<file path="src/rtl/blk_ilv_pkg.sv">
package blk_ilv_pkg;
  localparam int unsigned BLK_W    = 52;
  localparam int unsigned TX_SYM_W = 2;
  localparam int unsigned RX_SYM_W = 4;
  // out bit (STEP*i)%BLK_W <- linear bit i ; STEP*STEP_INV == 1 mod BLK_W
  localparam int unsigned STEP     = 17;
  localparam int unsigned STEP_INV = 49;
endpackage

</file>
<file path="src/rtl/ilv_collect.sv">
module ilv_collect #(
  parameter int unsigned W     = 52,
  parameter int unsigned SYM_W = 2
) (
  input  logic             clk_i,
  input  logic             rst_ni,
  input  logic             valid_i,
  input  logic [SYM_W-1:0] data_i,
  input  logic             last_i,
  output logic             ready_o,
  output logic             full_o,
  output logic             last_o,
  output logic [W-1:0]     blk_o,
  input  logic             take_i
);
  localparam int unsigned NSYM = W / SYM_W;
  localparam int unsigned CW   = $clog2(NSYM);

  logic [W-1:0]  buf_q;
  logic [CW-1:0] cnt_q;
  logic          full_q, last_q;
  logic          acc;

  assign acc     = valid_i && !full_q;
  assign ready_o = !full_q;
  assign full_o  = full_q;
  assign last_o  = last_q;
  assign blk_o   = buf_q;

  always_ff @(posedge clk_i or negedge rst_ni) begin
    if (!rst_ni) begin
      buf_q  <= '0;
      cnt_q  <= '0;
      full_q <= 1'b0;
      last_q <= 1'b0;
    end else if (take_i) begin
      buf_q  <= '0;   // unwritten positions of the next block read as zero
      cnt_q  <= '0;
      full_q <= 1'b0;
      last_q <= 1'b0;
    end else if (acc) begin
      for (int k = 0; k < int'(NSYM); k++)
        if (cnt_q == CW'(k)) buf_q[k*SYM_W +: SYM_W] <= data_i;
      if (cnt_q == CW'(NSYM-1) || last_i) begin
        full_q <= 1'b1;
        last_q <= last_i;
        cnt_q  <= '0;
      end else begin
        cnt_q  <= cnt_q + 1'b1;
      end
    end
  end
endmodule

</file>
<file path="src/rtl/ilv_perm_net.sv">
module ilv_perm_net #(
  parameter int unsigned W    = 52,
  parameter int unsigned MULT = 17
) (
  input  logic [W-1:0] in_i,
  output logic [W-1:0] out_o
);
  for (genvar j = 0; j < W; j++) begin : g_bit
    assign out_o[j] = in_i[(j*MULT) % W];
  end
endmodule

</file>
<file path="src/rtl/ilv_drain.sv">
module ilv_drain #(
  parameter int unsigned W     = 52,
  parameter int unsigned SYM_W = 2
) (
  input  logic             clk_i,
  input  logic             rst_ni,
  input  logic             full_i,
  input  logic [W-1:0]     lin_i,
  output logic             valid_o,
  output logic [SYM_W-1:0] data_o,
  output logic             last_o,
  input  logic             ready_i,
  output logic             done_o
);
  localparam int unsigned NOUT = W / SYM_W;
  localparam int unsigned CW   = $clog2(NOUT);

  logic [CW-1:0] idx_q;
  logic          step;

  assign valid_o = full_i;
  assign last_o  = full_i && (idx_q == CW'(NOUT-1));
  assign step    = full_i && ready_i;
  assign done_o  = step && last_o;

  always_comb begin
    data_o = '0;
    for (int k = 0; k < int'(NOUT); k++)
      if (idx_q == CW'(k)) data_o = lin_i[k*SYM_W +: SYM_W];
  end

  always_ff @(posedge clk_i or negedge rst_ni) begin
    if (!rst_ni)      idx_q <= '0;
    else if (done_o)  idx_q <= '0;
    else if (step)    idx_q <= idx_q + 1'b1;
  end
endmodule

</file>
<file path="src/rtl/blk_ilv.sv">
module blk_ilv
  import blk_ilv_pkg::*;
#(
  parameter int unsigned W     = BLK_W,
  parameter int unsigned TXW   = TX_SYM_W,
  parameter int unsigned RXW   = RX_SYM_W,
  parameter int unsigned FWD   = STEP,
  parameter int unsigned INV   = STEP_INV
) (
  input  logic           clk_i,
  input  logic           rst_ni,
  input  logic           ilv_valid_i,
  input  logic [TXW-1:0] ilv_data_i,
  input  logic           ilv_last_i,
  output logic           ilv_ready_o,
  output logic [W-1:0]   ilv_blk_o,
  output logic           ilv_blk_valid_o,
  output logic           ilv_blk_last_o,
  input  logic           ilv_blk_ready_i,
  input  logic           dlv_valid_i,
  input  logic [RXW-1:0] dlv_data_i,
  output logic           dlv_ready_o,
  output logic [TXW-1:0] dlv_data_o,
  output logic           dlv_valid_o,
  output logic           dlv_last_o,
  input  logic           dlv_ready_i
);
  logic [W-1:0] tx_lin;
  logic         tx_full, tx_take;

  ilv_collect #(.W(W), .SYM_W(TXW)) u_tx_col (
    .clk_i, .rst_ni,
    .valid_i (ilv_valid_i),
    .data_i  (ilv_data_i),
    .last_i  (ilv_last_i),
    .ready_o (ilv_ready_o),
    .full_o  (tx_full),
    .last_o  (ilv_blk_last_o),
    .blk_o   (tx_lin),
    .take_i  (tx_take)
  );

  // out[j] = lin[(j*INV)%W]  <=>  out[(i*FWD)%W] = lin[i]
  ilv_perm_net #(.W(W), .MULT(INV)) u_tx_perm (.in_i(tx_lin), .out_o(ilv_blk_o));

  assign ilv_blk_valid_o = tx_full;
  assign tx_take         = tx_full && ilv_blk_ready_i;

  logic [W-1:0] rx_raw, rx_lin;
  logic         rx_full, rx_done, rx_last_nc;

  ilv_collect #(.W(W), .SYM_W(RXW)) u_rx_col (
    .clk_i, .rst_ni,
    .valid_i (dlv_valid_i),
    .data_i  (dlv_data_i),
    .last_i  (1'b0),
    .ready_o (dlv_ready_o),
    .full_o  (rx_full),
    .last_o  (rx_last_nc),
    .blk_o   (rx_raw),
    .take_i  (rx_done)
  );

  // lin[i] = raw[(i*FWD)%W]
  ilv_perm_net #(.W(W), .MULT(FWD)) u_rx_perm (.in_i(rx_raw), .out_o(rx_lin));

  ilv_drain #(.W(W), .SYM_W(TXW)) u_rx_drain (
    .clk_i, .rst_ni,
    .full_i  (rx_full),
    .lin_i   (rx_lin),
    .valid_o (dlv_valid_o),
    .data_o  (dlv_data_o),
    .last_o  (dlv_last_o),
    .ready_i (dlv_ready_i),
    .done_o  (rx_done)
  );
endmodule

</file>
<file path="config.mk">
export PLATFORM = sky130hd
export DESIGN_NAME = blk_ilv
export DESIGN_NICKNAME = d
export VERILOG_FILES = /design/src/rtl/blk_ilv_pkg.sv /design/src/rtl/ilv_collect.sv /design/src/rtl/ilv_perm_net.sv /design/src/rtl/ilv_drain.sv /design/src/rtl/blk_ilv.sv
export SDC_FILE = /design/constraint.sdc
export NUM_CORES = 1
export LEC_CHECK = 0
export BUFFER_PORTS_ARGS = -buffer_cell sky130_fd_sc_hd__buf_4
export CELL_PAD_IN_SITES_DETAIL_PLACEMENT = 1
export CELL_PAD_IN_SITES_GLOBAL_PLACEMENT = 1
export CORE_UTILIZATION = 48
export DETAILED_ROUTE_END_ITERATION = 10
export GPL_TIMING_DRIVEN = 0
export PLACE_DENSITY_LB_ADDON = 0.1
export SLEW_MARGIN = 20
export SYNTH_ARGS = -nofsm -noshare
export SYNTH_HDL_FRONTEND = slang
export SYNTH_SLANG_ARGS = --single-unit
export TNS_END_PERCENT = 5
</file>
<file path="constraint.sdc">
create_clock -name clk_i -period 6.75 [get_ports clk_i]
set_clock_uncertainty 0.05 [all_clocks]
set_input_delay 0.675 -clock clk_i [delete_from_list [all_inputs] [get_ports clk_i]]
set_output_delay 0.675 -clock clk_i [all_outputs]
set_load 0.02 [all_outputs]
</file>
Word-level counts from Yosys, hierarchy flattened --
Index checks and enable logic that the tools add are counted.
Word-level totals: bits in registers 121, bits of input ports 13, output and inout port bits 60, word-level logic and storage cells 291
Cells by class: add/subtract/negate cells 3, equal/unequal tests 62, multiplexer cells 86, reductions and logical operators 95
Operators by type and width (number):
- two-way mux 52 bit | 4
- two-way mux 2 bit | 52
- equality test 5 bit (second input constant) | 20
- nonzero test 2 bit | 43
- equality test 5 x 4 -> 1 bit (second input constant) | 16
- AND reduction 2 bit | 40
- two-way mux 4 bit | 16
- equality test 5 x 3 -> 1 bit (second input constant) | 8
- two-way mux 5 bit | 5
- equality test 4 bit (second input constant) | 5
- equality test 5 x 2 -> 1 bit (second input constant) | 4
- equality test 4 x 3 -> 1 bit (second input constant) | 4
- adder 5 x 1 -> 5 bit (second input constant) | 2
- equality test 5 x 1 -> 1 bit (second input constant) | 2
- logical NOT 5 bit | 2
- two-way mux 1 bit | 9
- equality test 4 x 2 -> 1 bit (second input constant) | 2
- logical AND 1 bit | 6
- adder 4 x 1 -> 4 bit (second input constant) | 1
- equality test 4 x 1 -> 1 bit (second input constant) | 1
- logical NOT 4 bit | 1
- logical NOT 1 bit | 2
- logical OR 1 bit | 1

Depth between registers and ports, before layout --
Gate-level depths: netlist of run 1.
depth in word-level cells 27, gate-level depth with buffers 11, mapped depth without buffers 9

Cells and area by module --
From an unflattened synthesis of run 1, not the netlist that was laid out.
Unflattened totals: cell total of the unflattened synthesis 795, area total of the unflattened synthesis 7384.6 um^2
Modules (own cells, without submodules):
- ilv_collect at u_tx_col | instances 1, cells an instance 281, area an instance 2756.4 um^2, seq. area each 1476.4 um^2
- ilv_collect at u_rx_col | instances 1, cells an instance 226, area an instance 2626.3 um^2, seq. area each 1451.4 um^2
- ilv_drain | instances 1, cells an instance 182, area an instance 1211.2 um^2, seq. area each 125.1 um^2
- ilv_perm_net | instances 2, cells an instance 52, area an instance 390.4 um^2, seq. area each 0.0 um^2
- blk_ilv | instances 1, cells an instance 2, area an instance 10.0 um^2, seq. area each 0.0 um^2

Worst setup path after synthesis of run 1 --
No wires, ideal clock.
path type reg-to-output, start reg u_rx_drain.idx_q[0], end out dlv_data_o[0], data arrival time 2.374 ns, data required time 6.025 ns, setup slack 3.651 ns, stages on the path, launching flop included 11, path buffers 2, path through dfrtp_1 ha_1 buf_2 clkbuf_1 and3_1 ha_1 a21oi_1 nand4_1 a21oi_1 nor4_1 o31ai_1
Between the ends: cells in the longest elaborated chain, start to end 27, elaborated cells between the ends (all ways) 52, those cells by class 25 x eq/ne; 26 x mux; 1 x reduce/logical
Ends and longest elaborated chain:
- start, declared | line ilv_drain.sv:18 | logic [CW-1:0] idx_q;
- start signal, assigned | line ilv_drain.sv:35 | else if (step) idx_q <= idx_q + 1'b1;
- logical NOT 5 bit | line ilv_drain.sv:29 | if (idx_q == CW'(k)) data_o = lin_i[k*SYM_W +: SYM_W];
- two-way mux 2 bit (25 in a row) | line ilv_drain.sv:29
- two-way mux 2 bit (*) | line ilv_drain.sv:29
- end, declared | line blk_ilv.sv:23 | output logic [TXW-1:0] dlv_data_o,
Mark *: on every way between the ends. The rest lies on a longest branch, timed or not.

Final worst setup path of run 1 --
start reg u_rx_drain.idx_q[0], end out dlv_data_o[1]
The elaborated chain is that of the path after synthesis.

==> results of run 1 <==
[cell usage in the layout, fill, tap and decap left out, types with 6 or more instances in the layout]
cell type,Yosys,routed
nor2b_1,16,16
nand2_1,98,98
ha_1,14,14
clkbuf_1,30,32
mux2i_1,39,39
and3_1,6,6
buf_2,21,21
o31ai_1,7,7
nand2b_1,10,10
a21oi_1,81,81
dfrtp_1,121,121
buf_4,3,72
clkbuf_16,0,17
nor3_1,8,8
nor2_1,63,63
inv_1,20,20
o21ai_0,44,44
nand3_1,69,69
[cell families after synthesis]
logic type | Yosys count | synth area share [%]
flip-flops | 121 | 47.57
adder cells (fa/ha/maj) | 14 | 2.752
buffers and inverters | 75 | 5.131
multiplexers | 39 | 6.133
AND/OR/NAND/NOR | 299 | 22.49
AO/OA/AOI/OAI | 170 | 15.92
[metrics by stage]
stage | setup slack, ps | instances | hold slack, ps | utilization (%) | power (mW)
floorplan | 3651 | 718 | 329.4 | - | 1.738
global placement | 3282 | 960 | 445.3 | 55.63 | 2.073
detailed placement | 3237 | 961 | 467.1 | 55.87 | 2.131
CTS | 2731 | 993 | 122.0 | 60.67 | 3.109
global route | 2522 | 993 | 138.2 | 60.67 | 3.269
finish | 2645 | 993 | 119.3 | 60.67 | 3.129
[power groups by stage]
stage / Sequential (mW) / Clock (mW) / Combinational, mW
final: 1.11 / 0.956 / 1.06
after detailed placement: 1.11 / 0 / 1.02
after global routing: 1.13 / 0.996 / 1.15
after global placement: 1.10 / 0 / 0.973
after CTS: 1.10 / 0.963 / 1.04
after floorplan: 1.05 / 0 / 0.684
[registers in the layout, summed over array words and instances (netlist names)]
signal            cells
u_tx_col.blk_o       52
u_tx_col.cnt_q        5
u_rx_col.blk_o       52
u_tx_col.full_o       1
u_tx_col.last_o       1
u_rx_col.cnt_q        4
u_rx_col.full_o       1
u_rx_drain.idx_q      5
[metal layers]
| metal | track usage, % | vias up | share of wire [%] |
|---|---|---|---|
| met5 | 0 | - | 0 |
| met4 | 8.439 | 0 | 1.5 |
| met3 | 8.702 | 29 | 6.6 |
| met2 | 50.24 | 230 | 46 |
| met1 | 44.64 | 3053 | 46 |
| li1 | - | 2686 | - |
[how the worst min path moves through the flow]
stage                            start            endpoint  depth (start not counted)  slack, ps
floorplan                       rst_ni   u_rx_col.blk_o[0]                          0        330
global route                    rst_ni  u_tx_col.blk_o[42]                          1        140
CTS                             rst_ni  u_tx_col.blk_o[42]                          1        120
finish                          rst_ni  u_tx_col.blk_o[40]                          1        120
detailed placement  u_tx_col.blk_o[19]  u_tx_col.blk_o[19]                          2        470
global placement    u_tx_col.blk_o[31]  u_tx_col.blk_o[31]                          2        450
[cell type report]
| class | count | area (sq um) | area share (%) |
|---|---|---|---|
| Tap cell | 172 | 215.2 | 2.777 |
| Clock inverter | 10 | 138.9 | 1.792 |
| Clock buffer | 22 | 474.2 | 6.119 |
| Multi-Input combinational cell | 522 | 3010 | 38.84 |
| Inverter | 20 | 75.07 | 0.9687 |
| Buffer | 55 | 251.5 | 3.245 |
| Sequential cell | 121 | 3028 | 39.07 |
| Timing Repair Buffer | 71 | 556.8 | 7.184 |
==> results.sh, run 1 <==
export IMPL_cts_sinks=121
export IMPL_layout_min_cycle_time_ps=4105
export IMPL_cp_buf_inv_count=3
export IMPL_yosys_most_used_dff="dfrtp_1"
export IMPL_post_synthesis_cell_area_sq_um=6365
export IMPL_detailed_place_area_sq_um=7137
export IMPL_detail_route_vias_per_cell=6.040
export IMPL_final_setup_viol_count=0
export IMPL_htree_levels=4
export IMPL_timing_rr_end="u_rx_col.cnt_q[2]"
export IMPL_port_buffer_count=70
export IMPL_yosys_register_bits=121
export IMPL_drt_first_iter_violations=505
export IMPL_cpLargestDelayFamily="buffers and inverters"
export IMPL_netlist_area_leader_share_pct=47.57
export IMPL_place_gp_congestion=0.9393
export IMPL_critPathCapture="dlv_data_o[1]"
export IMPL_final_net_count=835
export IMPL_worstRegToRegCells=9
export IMPL_peakVddDrop_v=0.0002027
export IMPL_worstPathCellList="ha_1 > buf_2 > clkbuf_1 > and3_1 > ha_1 > nor4b_1 > a21oi_1 > o31ai_1 > a211oi_1 > a31oi_1 > o21ai_1 > buf_4"
export IMPL_top_count_cell_post_synth="dfrtp_1"
export IMPL_critical_path_depth=12
export IMPL_rows=41
export IMPL_grt_max_degree=83
export IMPL_final_max_slew_violation_count=0
export IMPL_clockBufferDepth=2
export IMPL_grt_remaining_overflow=0
export IMPL_startpoint="u_rx_drain.idx_q[0]"
export IMPL_timing_critical_path_required_ps=6020
export IMPL_numCtsBuffers=17
export IMPL_drt_total_wl_mm=20.94
export IMPL_leakage_nw=3.727
export IMPL_drt_wl_cell_um=21.09
export IMPL_mappedNetlistNets=745
export IMPL_postSynthCellCount=718
export IMPL_detailroute_via_count=5998
export IMPL_r2r_start="u_rx_drain.idx_q[1]"
export IMPL_worstPathMaxFanout=10
export IMPL_core_region_area_sq_um=12770
export IMPL_num_antenna_cells=0
export IMPL_cp_slowest_stage_delay_ps=480
export IMPL_path_class="reg -> out"
export IMPL_swShare_pct=38.51
export IMPL_synth_seq_area_share_pct=47.57
export IMPL_filler_cell_count=1492
export IMPL_synth_edff_count=0
export IMPL_rrSetupSlack_ps=4280
export IMPL_postSynth_asyncResetShare_pct=100.0
export IMPL_timing_critical_path_to_type="output port"
export IMPL_timing_fmax_mhz=243.6
export IMPL_largest_cells_by_area_after_synthesis="dfrtp_1 48%, a21oi_1 6.4%, mux2i_1 6.1%"
export IMPL_synth_warning_count=0
export IMPL_pwr_share_comb_pct=33.8
export IMPL_post_cts_buffers=0
export IMPL_totalNegativeSetupSlack_ps=0
export IMPL_remaining_drc_errors=0
export IMPL_post_route_cells_drive_above_1_share_pct=16.57
export IMPL_start_util_pct=49.83
export IMPL_sequentialPowerShare_pct=35.6
export IMPL_power_switching_mw=1.205
export IMPL_detailed_place_hpwl_mm=14.52
export IMPL_synthesis_area_per_instance_sq_um=8.865
export IMPL_cp_arrival_ps=3380
export IMPL_design_die_area_sq_um=13720
export IMPL_global_route_usage_total_pct=32.29
export IMPL_grt_pass1_wl_mm=32.71
export IMPL_antenna_violations_before_repair=1
export IMPL_holdCritPathClass="in -> async"
export IMPL_drt_antenna_violating_nets=0
export IMPL_firstDrtPassIters=5
export IMPL_synth_commonest_cells="121 x dfrtp_1, 98 x nand2_1, 81 x a21oi_1"
export IMPL_max_cap_viol_count=0
export IMPL_total_count_of_hold_check_failures_in_the_final_report=0
export IMPL_rsz0062_at_grt="false"
export IMPL_cts_clk_slew_worst_paths_ps=60
export IMPL_tightest_slew_ps=723.5
export IMPL_floorplan_die_height_um=117.2
export IMPL_timing_critical_path_mode_cell="ha_1"
export IMPL_critical_path_slowest_cell="clkbuf_1"
export IMPL_first_global_vias=6009
export IMPL_cellPowerDensity_nw_per_um2=403.7
export IMPL_yosys_area_top_type="dfrtp_1"
export IMPL_ys_types=52
export IMPL_status="complete, no violations"
export IMPL_final_min_period_over_clock_period_pct=60.81
export IMPL_p_int_mw=1.924
export IMPL_clkLatencyLatePin_ps=420
export IMPL_cts_root_buffer="clkbuf_16"
export IMPL_cts_repair_resize_count=0
export IMPL_syn_to_final_growth_pct=21.76
export IMPL_share_clk_of_total_power_pct=30.5
export IMPL_io_pins=73
export IMPL_cts_tree="done"
export IMPL_startpoint_kind_of_the_worst_setup_timing_path="flip-flop"
export IMPL_post_route_cell_area_sq_um=7750
export IMPL_die_width_um=117.2
export IMPL_worst_slew_margin_relative_to_its_limit_pct=51.77
export IMPL_cts_hold_repair_buffers=0
Note: power is estimated with default switching activity, not from simulation.
==> run 2, diff against run 1 <==
--- a/config.mk
+++ b/config.mk
@@ -8,7 +8,7 @@
 export BUFFER_PORTS_ARGS = -buffer_cell sky130_fd_sc_hd__buf_4
 export CELL_PAD_IN_SITES_DETAIL_PLACEMENT = 1
 export CELL_PAD_IN_SITES_GLOBAL_PLACEMENT = 1
-export CORE_UTILIZATION = 48
+export CORE_UTILIZATION = 45
 export DETAILED_ROUTE_END_ITERATION = 10
 export GPL_TIMING_DRIVEN = 0
 export PLACE_DENSITY_LB_ADDON = 0.1
==> constraint.sdc (replaced) <==
create_clock -name clk_i -period 3.8 [get_ports clk_i]
set_clock_uncertainty 0.05 [all_clocks]
set_input_delay 0.38 -clock clk_i [delete_from_list [all_inputs] [get_ports clk_i]]
set_output_delay 0.38 -clock clk_i [all_outputs]
set_load 0.02 [all_outputs]
==> run 2 against run 1 <==
Compared with the run above:
- sequential power grew 77%
- design area shrank 0.50%
- hold slack gained 43 ps
- power is 72% higher
- sequential share of layout area rose by 0.20 points
- worst setup slack worse by 2200 ps
- first-iteration DRC count down 29%
- global-route usage decreased by 1.6 points
- via count decreased by 2.0%
- critical path type unchanged
- largest power group unchanged
==> results.sh, run 2 (synthesis gave the netlist of run 1 again) <==
export IMPL_cts_sinks=121
export IMPL_detailed_place_hpwl_mm=14.75
export IMPL_final_max_slew_violation_count=0
export IMPL_core_region_area_sq_um=13830
export IMPL_final_net_count=835
export IMPL_timing_critical_path_required_ps=3370
export IMPL_drt_first_iter_violations=360
export IMPL_numCtsBuffers=17
export IMPL_fin_cells=1000
export IMPL_antenna_violations_before_repair=0
export IMPL_top_layer="met4"
export IMPL_firstDrtPassIters=5
export IMPL_floorplan_die_height_um=120.9
export IMPL_die_width_um=120.9
export IMPL_start_util_pct=46.03
export IMPL_rsz0062_at_grt="false"
export IMPL_detailroute_wirelength_met3_mm=1.203
export IMPL_status="complete, no violations"
export IMPL_most_common_cell_after_layout_fill_and_taps_aside="dfrtp_1"
export IMPL_cellPowerDensity_nw_per_um2=698.4
export IMPL_place_gp_congestion=0.9111
export IMPL_remaining_drc_errors=0
export IMPL_grt_remaining_overflow=0
export IMPL_dp_slack_ps=611.0
export IMPL_max_cap_viol_count=0
export IMPL_holdCritPathClass="in -> reg"
export IMPL_wirelength_met1_mm=9.679
export IMPL_worstPathMaxFanout=10
export IMPL_cts_clk_slew_worst_paths_ps=50
export IMPL_post_route_cells_drive_above_1_share_pct=16.34
export IMPL_fin_ws_ps=404.9
export IMPL_cts_tree="done"
export IMPL_leakage_nw=3.705
export IMPL_num_antenna_cells=0
export IMPL_timing_critical_path_to_type="output port"
export IMPL_path_class="reg -> out"
export IMPL_total_count_of_hold_check_failures_in_the_final_report=0
export IMPL_global_route_usage_total_pct=30.64
export IMPL_cp_arrival_ps=2970
export IMPL_timing_fmax_mhz=294.5
export IMPL_cts_root_buffer="clkbuf_16"
export IMPL_startpoint_kind_of_the_worst_setup_timing_path="flip-flop"
export IMPL_layout_core_utilization_pct=55.77
export IMPL_peakVddDrop_v=0.0004036
export IMPL_final_setup_viol_count=0
export IMPL_clkLatencyLatePin_ps=420
export IMPL_post_cts_buffers=0
export IMPL_dr_wl_met2_mm=9.640
export IMPL_syn_to_final_growth_pct=21.15
export IMPL_detail_route_vias_per_cell=5.881
export IMPL_drt_antenna_violating_nets=0
export IMPL_grt_max_degree=81
export IMPL_drt_total_wl_mm=20.86
export IMPL_totalNegativeSetupSlack_ps=0
export IMPL_port_buffer_count=70
export IMPL_drt_wl_cell_um=20.86
export IMPL_htree_levels=4
export IMPL_cts_repair_resize_count=0
export IMPL_detailroute_via_count=5881
export IMPL_first_global_vias=6186
export IMPL_io_pins=73
export IMPL_grt_pass1_wl_mm=33.79
export IMPL_worst_slew_margin_relative_to_its_limit_pct=47.98
export IMPL_clockBufferDepth=2
export IMPL_layout_cells_most_common_list="121 x dfrtp_1, 98 x nand2_1, 81 x a21oi_1"
export IMPL_final_min_period_over_clock_period_pct=89.34
export IMPL_tightest_slew_ps=780.3
export IMPL_design_die_area_sq_um=14620
export IMPL_rows=43
export IMPL_dpl_cell_count=969
export IMPL_layout_min_cycle_time_ps=3395
[run 2: cell types whose count changed in the layout (fill, tap and decap cells not counted)]
cell,before,now
bufinv_16,3,1
clkbuf_8,3,4
clkinv_2,3,4
clkinv_4,1,0
dlygate4sd3_1,0,1
inv_6,2,1
[run 2: stage by stage]
step	area [sq um]	hold WS, ps	power, mW
5_1_grt	7711	161.6	5.670
3_5_place_dp	7147	283.1	3.794
2_1_floorplan	6365	34.41	3.086
3_3_place_gp	7116	448.0	3.699
6_report	7711	161.8	5.385
4_1_cts	7715	143.7	5.373
[run 2: worst paths after layout]
check                                     from            endpoint  slack, ps  cells past startpoint
min in group asynchronous               rst_ni  u_tx_col.blk_o[51]        420                      2
setup reg to reg           u_rx_drain.idx_q[1]  u_rx_col.blk_o[50]       1230                      9
setup / recovery           u_rx_drain.idx_q[0]       dlv_data_o[1]        400                     10
max in group asynchronous               rst_ni  u_rx_col.blk_o[24]       2520                      3
hold / removal                      ilv_last_i     u_tx_col.last_o        160                      2
hold reg to reg             u_tx_col.blk_o[30]  u_tx_col.blk_o[30]        480                      2
[run 2: final cells by class]
cell class,count,area [sq um]
fillers,1586,6116
flip-flops and latches,121,3028
multi-input cells,522,3010
repair buffers,72,566.8
clock buffers,24,491.7
plain buffers,54,247.7
well taps,180,225.2
inverters,20,75.07
clock inverters,7,66.31
[run 2: routing by layer]
layer  global-route usage [%]  vias up
li1                         -     2681
met1                    42.79     3011
met2                    47.00      161
met3                    7.049       28
met4                    9.877        0
met5                        0        -
[run 2: worst max-delay path: stages, from the launching register on]
cell      delay [ps]
dfrtp_1          430
inv_1            130
ha_1             330
clkbuf_1         430
nand3b_1         120
a21boi_0         270
nor4_1           110
a211oi_1         260
a31oi_1          120
o21ai_1          170
buf_4            170
[run 2: repair_timing]
item                       CTS  global route
hold endpoints to repair    41             0
setup endpoints to repair    0             1
hold buffers                 1             0
[run 2: where the power goes]
group | switching (mW) | internal (mW)
clock | 0.588 | 0.961
sequential | 0.331 | 1.64
combinational | 1.17 | 0.695
total | 2.09 | 3.29
==> run 3, diff against run 2 <==
--- a/config.mk
+++ b/config.mk
@@ -12,6 +12,7 @@
 export DETAILED_ROUTE_END_ITERATION = 10
 export GPL_TIMING_DRIVEN = 0
 export PLACE_DENSITY_LB_ADDON = 0.1
+export RECOVER_POWER = 100
 export SLEW_MARGIN = 20
 export SYNTH_ARGS = -nofsm -noshare
 export SYNTH_HDL_FRONTEND = slang
==> run 3 against run 2 <==
Compared with the run above:
- the run now ends with capacitance limit, slew limit left
- combinational power shrank 2%
- count of clock-buffer cells in the layout unchanged
- global-route usage did not move
- routed wire length rose by 0.45%
- sequential power about the same
- hold slack got worse by 6.2 ps
- utilization fell by 1.7 points
- die area stayed put
- first-iteration DRC count rose by 30%
==> results.sh, run 3 (synthesis gave the netlist of run 1 again) <==
export IMPL_totalNegativeSetupSlack_ps=0
export IMPL_cts_sinks=121
export IMPL_drt_total_wl_mm=20.95
export IMPL_worstPathMaxFanout=19
export IMPL_path_class="reg -> out"
export IMPL_busiest_layer="met2"
export IMPL_num_antenna_cells=0
export IMPL_worst_slew_margin_relative_to_its_limit_pct=-70.86
export IMPL_drt_antenna_violating_nets=0
export IMPL_io_pins=73
export IMPL_die_width_um=120.9
export IMPL_rows=43
export IMPL_final_setup_viol_count=0
export IMPL_gr_util_met2_pct=47.00
export IMPL_startpoint_kind_of_the_worst_setup_timing_path="flip-flop"
export IMPL_most_common_cell_after_layout_fill_and_taps_aside="dfrtp_1"
export IMPL_drt_wl_cell_um=20.95
export IMPL_final_max_slew_violation_count=42
export IMPL_final_net_count=835
export IMPL_total_count_of_hold_check_failures_in_the_final_report=0
export IMPL_layout_core_utilization_pct=54.05
export IMPL_final_min_period_over_clock_period_pct=91.60
export IMPL_total_power_mw=5.354
export IMPL_detailed_place_hpwl_mm=14.75
export IMPL_design_die_area_sq_um=14620
export IMPL_place_gp_congestion=0.9111
export IMPL_hold_worst_slack_ps=155.6
export IMPL_detailroute_via_count=5879
export IMPL_status="finished, violations left"
export IMPL_grt_max_degree=81
export IMPL_drt_first_iter_violations=467
export IMPL_timing_critical_path_required_ps=3370
export IMPL_cts_root_buffer="clkbuf_16"
export IMPL_cts_tree="done"
export IMPL_timing_fmax_mhz=287.3
export IMPL_numCtsBuffers=17
export IMPL_gr_usage_met1_pct=42.79
export IMPL_htree_levels=4
export IMPL_cts_clk_slew_worst_paths_ps=60
export IMPL_clkLatencyLatePin_ps=430
export IMPL_cp_arrival_ps=3050
export IMPL_violations_in_the_final_reports="capacitance limit, slew limit"
export IMPL_peakVddDrop_v=0.0003964
export IMPL_start_util_pct=46.03
export IMPL_layout_cells_most_common_list="121 x dfrtp_1, 98 x clkbuf_1, 98 x nand2_1"
export IMPL_max_cap_viol_count=1
export IMPL_syn_to_final_growth_pct=17.42
export IMPL_firstDrtPassIters=6
export IMPL_floorplan_die_height_um=120.9
export IMPL_antenna_violations_before_repair=0
export IMPL_cellPowerDensity_nw_per_um2=716.4
export IMPL_core_region_area_sq_um=13830
export IMPL_rsz0062_at_grt="false"
export IMPL_grt_remaining_overflow=0
export IMPL_grt_pass1_wl_mm=33.79
export IMPL_detail_route_vias_per_cell=5.879
export IMPL_remaining_drc_errors=0
export IMPL_filler_cell_count=1636
export IMPL_met3_usage_pct=7.049
export IMPL_post_route_cells_drive_above_1_share_pct=8.171
export IMPL_global_route_usage_total_pct=30.64
export IMPL_holdCritPathClass="in -> reg"
export IMPL_layout_min_cycle_time_ps=3481
export IMPL_timing_critical_path_to_type="output port"
export IMPL_leakage_nw=3.422
export IMPL_cts_repair_resize_count=0
export IMPL_first_global_vias=6186
export IMPL_tightest_slew_ps=2563
export IMPL_port_buffer_count=70
export IMPL_clockBufferDepth=2
[run 3: stage by stage]
| stage | worst slack (ps) | instance area [sq um] | cells |
|---|---|---|---|
| after floorplan | 995.8 | 6365 | 718 |
| final | 319.1 | 7473 | 1000 |
| after detailed placement | 611.0 | 7147 | 969 |
| after global routing | 140.1 | 7473 | 1000 |
| after CTS | 132.9 | 7715 | 1001 |
| after global placement | 591.5 | 7116 | 968 |
[run 3: timing repair]
action                                 CTS  global route
endpoints found under the hold margin   41             0
setup endpoints to repair                0             1
hold buffers                             1             0
setup buffers                            0             0
[run 3: report_power, final]
part	total (mW)	switching, mW	internal (mW)
clock network	1.56	0.596	0.961
registers	1.97	0.332	1.64
logic	1.83	1.17	0.656
total	5.35	2.10	3.25
[run 3: critical path: stages, from the launching register on]
cell and delay [ps]:
dfrtp_1 430, ha_1 220, clkbuf_2 280, and3_1 270
ha_1 280, nor2b_1 180, a21oi_1 120, o31ai_1 90
a211oi_1 280, a31oi_1 120, o21ai_1 170, buf_4 170
[run 3: path summary, 6_finish.rpt]
check                                    start                  to  slack, ps  cells after the start
max                        u_rx_drain.idx_q[0]       dlv_data_o[1]        320                     11
min                                 ilv_last_i     u_tx_col.last_o        160                      2
max reg2reg                u_rx_drain.idx_q[1]  u_rx_col.blk_o[46]        930                      9
min reg2reg                 u_tx_col.blk_o[19]  u_tx_col.blk_o[19]        470                      2
max in group asynchronous               rst_ni  u_rx_col.blk_o[34]        990                      2
min in group asynchronous               rst_ni  u_tx_col.blk_o[51]       1250                      2
[run 3: metal layers]
metal | routed length, um | vias to the layer above
met3 | 1186 | 27
met5 | 0 | -
met2 | 9605 | 175
met1 | 9807 | 2997
li1 | - | 2680
met4 | 348 | 0
[run 3: cell type report]
type	count	area, sq um	share of cell area, %
timing repair buffer	72	349.1	4.671
multi-input combinational	522	3008	40.25
clock buffer	24	491.7	6.580
inverter	20	75.07	1.005
sequential	121	3028	40.52
buffer	54	230.2	3.081
tap	180	225.2	3.014
clock inverter	7	66.31	0.8873
